### config.mk
export PLATFORM = sky130hd
export DESIGN_NAME = adc_slot_sequencer
export DESIGN_NICKNAME = d
export VERILOG_FILES = /design/src/rtl/adc_seq_pkg.sv /design/src/rtl/adc_seq_unit.sv /design/src/rtl/adc_conv_arbiter.sv /design/src/rtl/adc_seq_regs.sv /design/src/rtl/adc_slot_sequencer.sv
export SDC_FILE = /design/constraint.sdc
export NUM_CORES = 1
export LEC_CHECK = 0
export ABC_AREA = 1
export BUFFER_PORTS_ARGS = -buffer_cell sky130_fd_sc_hd__buf_2
export CAP_MARGIN = 15
export CORE_MARGIN = 8
export CORE_UTILIZATION = 56
export CTS_CLUSTER_DIAMETER = 100
export DETAILED_ROUTE_END_ITERATION = 8
export PLACE_DENSITY = 0.87
export SLEW_MARGIN = 20
export SYNTH_ARGS = -nofsm -noshare
export SYNTH_HDL_FRONTEND = slang
export SYNTH_HIERARCHICAL = 1
export SYNTH_SLANG_ARGS = --single-unit
### constraint.sdc
create_clock -name clk -period 2.7 [get_ports clk]
set_clock_uncertainty 0.1 [all_clocks]
set_input_delay 0 -clock clk [delete_from_list [all_inputs] [get_ports clk]]
set_output_delay 0 -clock clk [all_outputs]
set_load 0.1 [all_outputs]
### src/rtl/adc_seq_pkg.sv
package adc_seq_pkg;

    localparam int REG_W    = 16;
    localparam int ADDR_W   = 6;
    localparam int SLOT_W   = 4;
    localparam int NSLOT    = 1 << SLOT_W;
    localparam int A_CNT_W  = SLOT_W;
    localparam int B_CNT_W  = SLOT_W - 1;
    localparam int LIM_W    = A_CNT_W + B_CNT_W;

    localparam logic [ADDR_W-1:0] ADR_LIMIT  = 6'd0;
    localparam logic [ADDR_W-1:0] ADR_STATUS = 6'd1;
    localparam logic [1:0]        PAGE_CTRL  = 2'b00;
    localparam logic [1:0]        PAGE_TBL   = 2'b01;
    localparam logic [1:0]        PAGE_RES   = 2'b10;

    typedef enum logic {
        OWNER_A = 1'b0,
        OWNER_B = 1'b1
    } owner_e;

    // Length register layout: B field above A field.
    typedef struct packed {
        logic [B_CNT_W-1:0] lim_b;
        logic [A_CNT_W-1:0] lim_a;
    } limit_t;

    typedef struct packed {
        logic active;
        logic inflight;
        logic eos;
    } seq_flags_t;

    // Sequencer A slot: full count when cascaded, low bits (wrapping) when dual.
    function automatic logic [SLOT_W-1:0] slot_of_a(input logic [A_CNT_W-1:0] cnt,
                                                    input logic casc);
        return casc ? cnt : {1'b0, cnt[B_CNT_W-1:0]};
    endfunction

    // Sequencer B slot: upper half of the slot space.
    function automatic logic [SLOT_W-1:0] slot_of_b(input logic [B_CNT_W-1:0] cnt);
        return {1'b1, cnt};
    endfunction

endpackage

### src/rtl/adc_seq_unit.sv
module adc_seq_unit
    import adc_seq_pkg::*;
#(
    parameter int CNT_W = 4
) (
    input  logic             clk,
    input  logic             rst,
    input  logic             enable,
    input  logic             trig,
    input  logic [CNT_W-1:0] limit,
    input  logic             grant,
    input  logic             done,
    output logic             active,
    output logic             pending,
    output logic             eos,
    output logic [CNT_W-1:0] cnt
);

    seq_flags_t       st_q;
    logic [CNT_W-1:0] cnt_q;

    always_ff @(posedge clk) begin
        if (rst) begin
            st_q  <= '0;
            cnt_q <= '0;
        end else begin
            st_q.eos <= 1'b0;
            if (!st_q.active) begin
                cnt_q <= '0;
                if (trig && enable) begin
                    st_q.active <= 1'b1;
                end
            end else begin
                if (grant) begin
                    st_q.inflight <= 1'b1;
                end
                if (done) begin
                    st_q.inflight <= 1'b0;
                    if (cnt_q == limit) begin
                        st_q.active <= 1'b0;
                        st_q.eos    <= 1'b1;
                        cnt_q       <= '0;
                    end else begin
                        cnt_q <= cnt_q + 1'b1;
                    end
                end
            end
        end
    end

    assign active  = st_q.active;
    assign pending = st_q.active && !st_q.inflight;
    assign eos     = st_q.eos;
    assign cnt     = cnt_q;

endmodule

### src/rtl/adc_conv_arbiter.sv
module adc_conv_arbiter
    import adc_seq_pkg::*;
(
    input  logic   clk,
    input  logic   rst,
    input  logic   pend_a,
    input  logic   pend_b,
    input  logic   conv_done,
    output logic   grant_a,
    output logic   grant_b,
    output logic   conv_req,
    output logic   done_a,
    output logic   done_b,
    output owner_e owner
);

    logic   busy_q;
    owner_e owner_q;
    logic   finish;

    assign grant_a  = !busy_q && pend_a;
    assign grant_b  = !busy_q && pend_b && !pend_a;
    assign conv_req = grant_a || grant_b;
    assign finish   = busy_q && conv_done;
    assign done_a   = finish && (owner_q == OWNER_A);
    assign done_b   = finish && (owner_q == OWNER_B);
    assign owner    = owner_q;

    always_ff @(posedge clk) begin
        if (rst) begin
            busy_q  <= 1'b0;
            owner_q <= OWNER_A;
        end else if (conv_req) begin
            busy_q  <= 1'b1;
            owner_q <= grant_a ? OWNER_A : OWNER_B;
        end else if (finish) begin
            busy_q <= 1'b0;
        end
    end

endmodule

### src/rtl/adc_seq_regs.sv
module adc_seq_regs
    import adc_seq_pkg::*;
#(
    parameter int DATA_W = 12,
    parameter int CH_W   = 4
) (
    input  logic              clk,
    input  logic              rst,
    input  logic              we,
    input  logic [ADDR_W-1:0] addr,
    input  logic [REG_W-1:0]  wdata,
    output logic [REG_W-1:0]  rdata,
    input  logic [REG_W-1:0]  status,
    output limit_t            limits,
    input  logic [SLOT_W-1:0] lk_slot,
    output logic [CH_W-1:0]   lk_ch,
    input  logic              res_we,
    input  logic [SLOT_W-1:0] res_slot,
    input  logic [DATA_W-1:0] res_data
);

    limit_t            lim_q;
    logic [CH_W-1:0]   tbl_q [NSLOT];
    logic [DATA_W-1:0] res_q [NSLOT];
    logic [1:0]        page;
    logic [SLOT_W-1:0] idx;
    logic              unused_wbits;

    assign page         = addr[ADDR_W-1:SLOT_W];
    assign idx          = addr[SLOT_W-1:0];
    assign unused_wbits = ^wdata[REG_W-1:LIM_W];

    always_ff @(posedge clk) begin
        if (rst) begin
            lim_q <= '0;
        end else if (we && addr == ADR_LIMIT) begin
            lim_q <= wdata[LIM_W-1:0];
        end
    end

    generate
        for (genvar s = 0; s < NSLOT; s++) begin : g_slot
            always_ff @(posedge clk) begin
                if (rst) begin
                    tbl_q[s] <= CH_W'(s);
                end else if (we && page == PAGE_TBL && idx == SLOT_W'(s)) begin
                    tbl_q[s] <= wdata[CH_W-1:0];
                end
            end

            always_ff @(posedge clk) begin
                if (rst) begin
                    res_q[s] <= '0;
                end else if (res_we && res_slot == SLOT_W'(s)) begin
                    res_q[s] <= res_data;
                end
            end
        end
    endgenerate

    always_comb begin
        rdata = '0;
        unique case (page)
            PAGE_CTRL: begin
                if (addr == ADR_LIMIT) begin
                    rdata = {{(REG_W-LIM_W){1'b0}}, lim_q};
                end else if (addr == ADR_STATUS) begin
                    rdata = status;
                end
            end
            PAGE_TBL: rdata = {{(REG_W-CH_W){1'b0}}, tbl_q[idx]};
            PAGE_RES: rdata = {{(REG_W-DATA_W){1'b0}}, res_q[idx]};
            default:  rdata = '0;
        endcase
    end

    assign limits = lim_q;
    assign lk_ch  = tbl_q[lk_slot];

endmodule

### src/rtl/adc_slot_sequencer.sv
module adc_slot_sequencer
    import adc_seq_pkg::*;
#(
    parameter int DATA_W = 12,
    parameter int CH_W   = 4
) (
    input  logic              clk,
    input  logic              rst,
    input  logic              reg_we,
    input  logic [ADDR_W-1:0] reg_addr,
    input  logic [REG_W-1:0]  reg_wdata,
    output logic [REG_W-1:0]  reg_rdata,
    input  logic              cascade,
    input  logic              trig_a,
    input  logic              trig_b,
    output logic              conv_req,
    output logic [CH_W-1:0]   conv_ch,
    input  logic              conv_done,
    input  logic [DATA_W-1:0] conv_data,
    output logic              eos_a,
    output logic              eos_b
);

    limit_t              limits;
    logic                act_a, act_b, pend_a, pend_b;
    logic [A_CNT_W-1:0]  cnt_a;
    logic [B_CNT_W-1:0]  cnt_b;
    logic                grant_a, grant_b, done_a, done_b;
    owner_e              owner;
    logic [SLOT_W-1:0]   slot_a, slot_b, wr_slot, req_slot;
    logic [REG_W-1:0]    status;

    adc_seq_unit #(.CNT_W(A_CNT_W)) u_seq_a (
        .clk(clk), .rst(rst), .enable(1'b1), .trig(trig_a),
        .limit(limits.lim_a), .grant(grant_a), .done(done_a),
        .active(act_a), .pending(pend_a), .eos(eos_a), .cnt(cnt_a)
    );

    adc_seq_unit #(.CNT_W(B_CNT_W)) u_seq_b (
        .clk(clk), .rst(rst), .enable(!cascade), .trig(trig_b),
        .limit(limits.lim_b), .grant(grant_b), .done(done_b),
        .active(act_b), .pending(pend_b), .eos(eos_b), .cnt(cnt_b)
    );

    adc_conv_arbiter u_arb (
        .clk(clk), .rst(rst), .pend_a(pend_a), .pend_b(pend_b),
        .conv_done(conv_done), .grant_a(grant_a), .grant_b(grant_b),
        .conv_req(conv_req), .done_a(done_a), .done_b(done_b), .owner(owner)
    );

    assign slot_a   = slot_of_a(cnt_a, cascade);
    assign slot_b   = slot_of_b(cnt_b);
    assign req_slot = grant_a ? slot_a : slot_b;
    assign wr_slot  = (owner == OWNER_A) ? slot_a : slot_b;

    assign status = {{(REG_W-10){1'b0}}, act_b, act_a, 1'b0, cnt_b, cnt_a};

    adc_seq_regs #(.DATA_W(DATA_W), .CH_W(CH_W)) u_regs (
        .clk(clk), .rst(rst), .we(reg_we), .addr(reg_addr),
        .wdata(reg_wdata), .rdata(reg_rdata), .status(status),
        .limits(limits), .lk_slot(req_slot), .lk_ch(conv_ch),
        .res_we(done_a || done_b), .res_slot(wr_slot), .res_data(conv_data)
    );

endmodule

==> impl_metrics.json <==
{
  "status": "finished with violations",
  "violations": "DRC, slew limit",
  "synth_edf_count": 256,
  "cellPowerDensity_nw_per_um2": 612,
  "vdd_drop_max_v": 0.000652,
  "cts.path.max_buffers": 3,
  "synth_area_leaders": "edfxtp_1 (56%), nand2_1 (17%), nor2_1 (7.9%)",
  "gp_congestion": 0.948,
  "drc": 1,
  "cts_htree_levels": 1,
  "drt_first_pass_iters": 9,
  "ys_ff_latch": 278,
  "insertion_delay_ns": 0.56,
  "nets": 1760,
  "critical_path.slowest_cell": "dfxtp_2",
  "post-route-util_pct": 67.0,
  "maxCapViolations": 0,
  "finalHoldViolCount": 0,
  "synth_top_area_share_pct": 55.5,
  "synth_area_um2": 13800,
  "cp-end-kind": "primary output",
  "path_class": "reg -> out",
  "vias_per_cell": 6.10,
  "fmax_mhz": 377,
  "drt-total-wl_um": 43000,
  "grt_overflow_total": 0,
  "ys_seq_area_share_pct": 58.7,
  "fin_cells": 2063,
  "min_period_ns": 2.65,
  "ff2ff_setup_slack_ns": 0.25,
  "critPathRequiredTime_ns": 2.60,
  "clock-sinks": 278,
  "arrival_ns": 2.55,
  "totalNegativeSetupSlack_ns": 0,
  "die_h_um": 173,
  "fin_crit_sh_pct": 98.2,
  "maxSlewHeadroom_pct": -16.7,
  "dp_slack_ns": 0.199,
  "regArea_um2": 8130,
  "ant_nets": 0,
  "setup_viol": 0,
  "layout_setup_ws_ns": 0.0489,
  "cts_buffers": 28,
  "grt_pass1_wl_um": 65400,
  "ioPinCount": 64,
  "cp_top_family": "buffers and inverters",
  "startpoint_type": "flop",
  "drt-wirelength-per-cell_um": 20.9,
  "multi_input_area_um2": 5020,
  "vias": 12600,
  "cp_max_fo": 7,
  "grt_max_degree": 45,
  "dp_cells": 1958,
  "hp-class": "in -> reg",
  "p_total_mw": 9.97,
  "num_antenna_cells": 0,
  "rows": 57,
  "cts_root_buf": "clkbuf_16",
  "grt_usage_pct": 27.5,
  "async_flop_share_pct": 0,
  "synthCells": 1630,
  "start_util_pct": 56.9,
  "synth_ff_type": "edfxtp_1",
  "cts_tree": "built",
  "drive_above_1_share_pct": 13.1,
  "leakage_nw": 6.89,
  "antenna_found_initial": 0,
  "cp_num_buf_inv": 4,
  "report.final.slew_viol_count": 4,
  "drt_iter0_markers": 2250,
  "rsz0062_at_grt": "true",
  "tightest_slew_ns": 1.74,
  "synth_warnings": 6,
  "place_hpwl_um": 25300,
  "die_area_um2": 30000,
  "clk_pin_slew_ns": 0.07,
  "portBuffers": 50,
  "nFillCells": 1736,
  "die_x_um": 173,
  "area_growth_pct": 17.6,
  "grt_pass1_vias": 12400,
  "avgSynthCellArea_um2": 8.49,
  "path_cells": "inv_4, nor2_4, nand2_2, inv_4, nand2_1, nand2_4, clkinvlp_4, o21ai_1, o22ai_1, o211ai_1, nand2_1, buf_12",
  "core_area_um2": 24300,
  "slowest_delay_ns": 0.36,
  "synth.distinct_cells": 38,
  "yosysTopAreaCell": "edfxtp_1"
}
## sequential cells by signal (all words and copies together), names as in the netlist
signal / flops
u_regs/res_q: 192
u_regs/tbl_q: 64
u_regs/limits: 7
u_seq_a/cnt: 4
u_seq_b/cnt: 3
u_arb/busy_q: 1
u_arb/owner: 1
u_seq_a/active: 1
u_seq_a/eos: 1
u_seq_a/st_q: 1
u_seq_b/active: 1
u_seq_b/eos: 1
u_seq_b/st_q: 1
## worst reg2reg max path: stages, from the launching register on
cell and delay (ns):
dfxtp_1 0.43, inv_1 0.13, nand2_1 0.07, nand2_1 0.12
nor3_2 0.58, nand3_1 0.59, nor2_1 0.26
## power by group
| group | internal [mW] | switching [mW] |
|---|---|---|
| logic | 0.293 | 0.776 |
| registers | 4.86 | 0.0769 |
| clock network | 2.34 | 1.63 |
| total | 7.49 | 2.48 |
## cells in the final DEF (no fill, tap or decap), types with 3 or more instances in the layout
| cell type | count |
|---|---|
| bufinv_16 | 4 |
| conb_1 | 8 |
| nor3_2 | 7 |
| inv_4 | 4 |
| nor2_2 | 9 |
| nand2_1 | 610 |
| a21oi_1 | 23 |
| o21ai_0 | 72 |
| nand4_1 | 27 |
| o22ai_1 | 3 |
| nand3_1 | 33 |
| buf_2 | 34 |
| o221ai_1 | 8 |
| nor2_1 | 289 |
| dlygate4sd3_1 | 33 |
| edfxtp_1 | 256 |
| buf_12 | 23 |
| clkinv_1 | 9 |
| buf_4 | 50 |
| clkinv_2 | 8 |
| a22oi_1 | 7 |
| clkbuf_1 | 4 |
| inv_2 | 20 |
| a21oi_2 | 4 |
| nand2_2 | 12 |
| dfxtp_1 | 20 |
| nand2_4 | 3 |
| inv_1 | 62 |
| nor2_4 | 5 |
| nor3_1 | 4 |
| clkbuf_16 | 28 |
| clkinvlp_4 | 4 |
| o21ai_1 | 26 |
| o211ai_1 | 7 |
## cell usage after synthesis (5+ instances only)
cell      number
edfxtp_1     256
dfxtp_1       22
o221ai_1       9
buf_2         19
nand2_2        7
clkinv_1       5
o21ai_0       79
nand2_1      618
o211ai_1       7
a21oi_1       23
buf_1          5
nand4_1       27
nor2_2        10
buf_4          5
nand3_1       34
nor2_1       290
inv_1         67
nor3_2         7
a22oi_1        7
inv_2         21
clkbuf_1      60
o21ai_1       19
## routing by layer
| metal | wire length, um | track usage [%] | part of all wire [%] | vias up |
|---|---|---|---|---|
| met2 | 20800 | 47.3 | 48 | 1100 |
| met4 | 3240 | 17.7 | 7.5 | 0 |
| met5 | 0 | 0 | 0 | - |
| met3 | 5110 | 4.97 | 12 | 289 |
| li1 | - | - | - | 5470 |
| met1 | 13900 | 31.2 | 32 | 5723 |
## stage by stage
step                area, um^2  hold slack, ns
floorplan                13900         -0.0376
global route             16300          0.0390
CTS                      16100         0.00650
finish                   16300          0.0197
detailed placement       14700           0.156
global placement         14700           0.152
## final timing paths
check	start	depth (start not counted)	end
max	u_seq_a/active$_SDFF_PP0_	12	conv_ch[2]
min	conv_data[5]	3	u_regs/res_q[14][5]$_SDFFCE_PN0P_
max reg2reg	u_arb/owner$_SDFFE_PP0P_	6	u_regs/res_q[9][7]$_SDFFCE_PN0P_
min reg2reg	u_seq_b/st_q[1]$_SDFFE_PP0P_	2	u_seq_b/st_q[1]$_SDFFE_PP0P_
## repair_timing
item,CTS,global route
pin swaps,6,11
hold buffers,33,0
resized for setup,23,21
endpoints found under the hold margin,95,0
cloned,3,0
setup endpoints to repair,4,9
setup buffers,6,11
## final cells by class
| type | count | share of cell area (%) |
|---|---|---|
| Clock buffer | 34 | 4.56 |
| Inverter | 93 | 2.25 |
| Clock inverter | 18 | 1.22 |
| Sequential cell | 278 | 49.9 |
| Timing Repair Buffer | 144 | 8.68 |
| Multi-Input combinational cell | 1171 | 30.8 |
| Tap cell | 324 | 2.49 |
| Timing Repair inverter | 1 | 0.0461 |
## cells by family after synthesis
group           count (synthesis)  synth area share (%)
compound gates                152                  6.14
xor+xnor                        4                 0.253
fa+ha+maj                       2                 0.181
buf+inv                       187                  5.60
flops                         278                  58.7
mux                             1                0.0723
other cells                     2                0.0542
simple gates                 1004                  29.0
(Power assumes the default switching activity.)
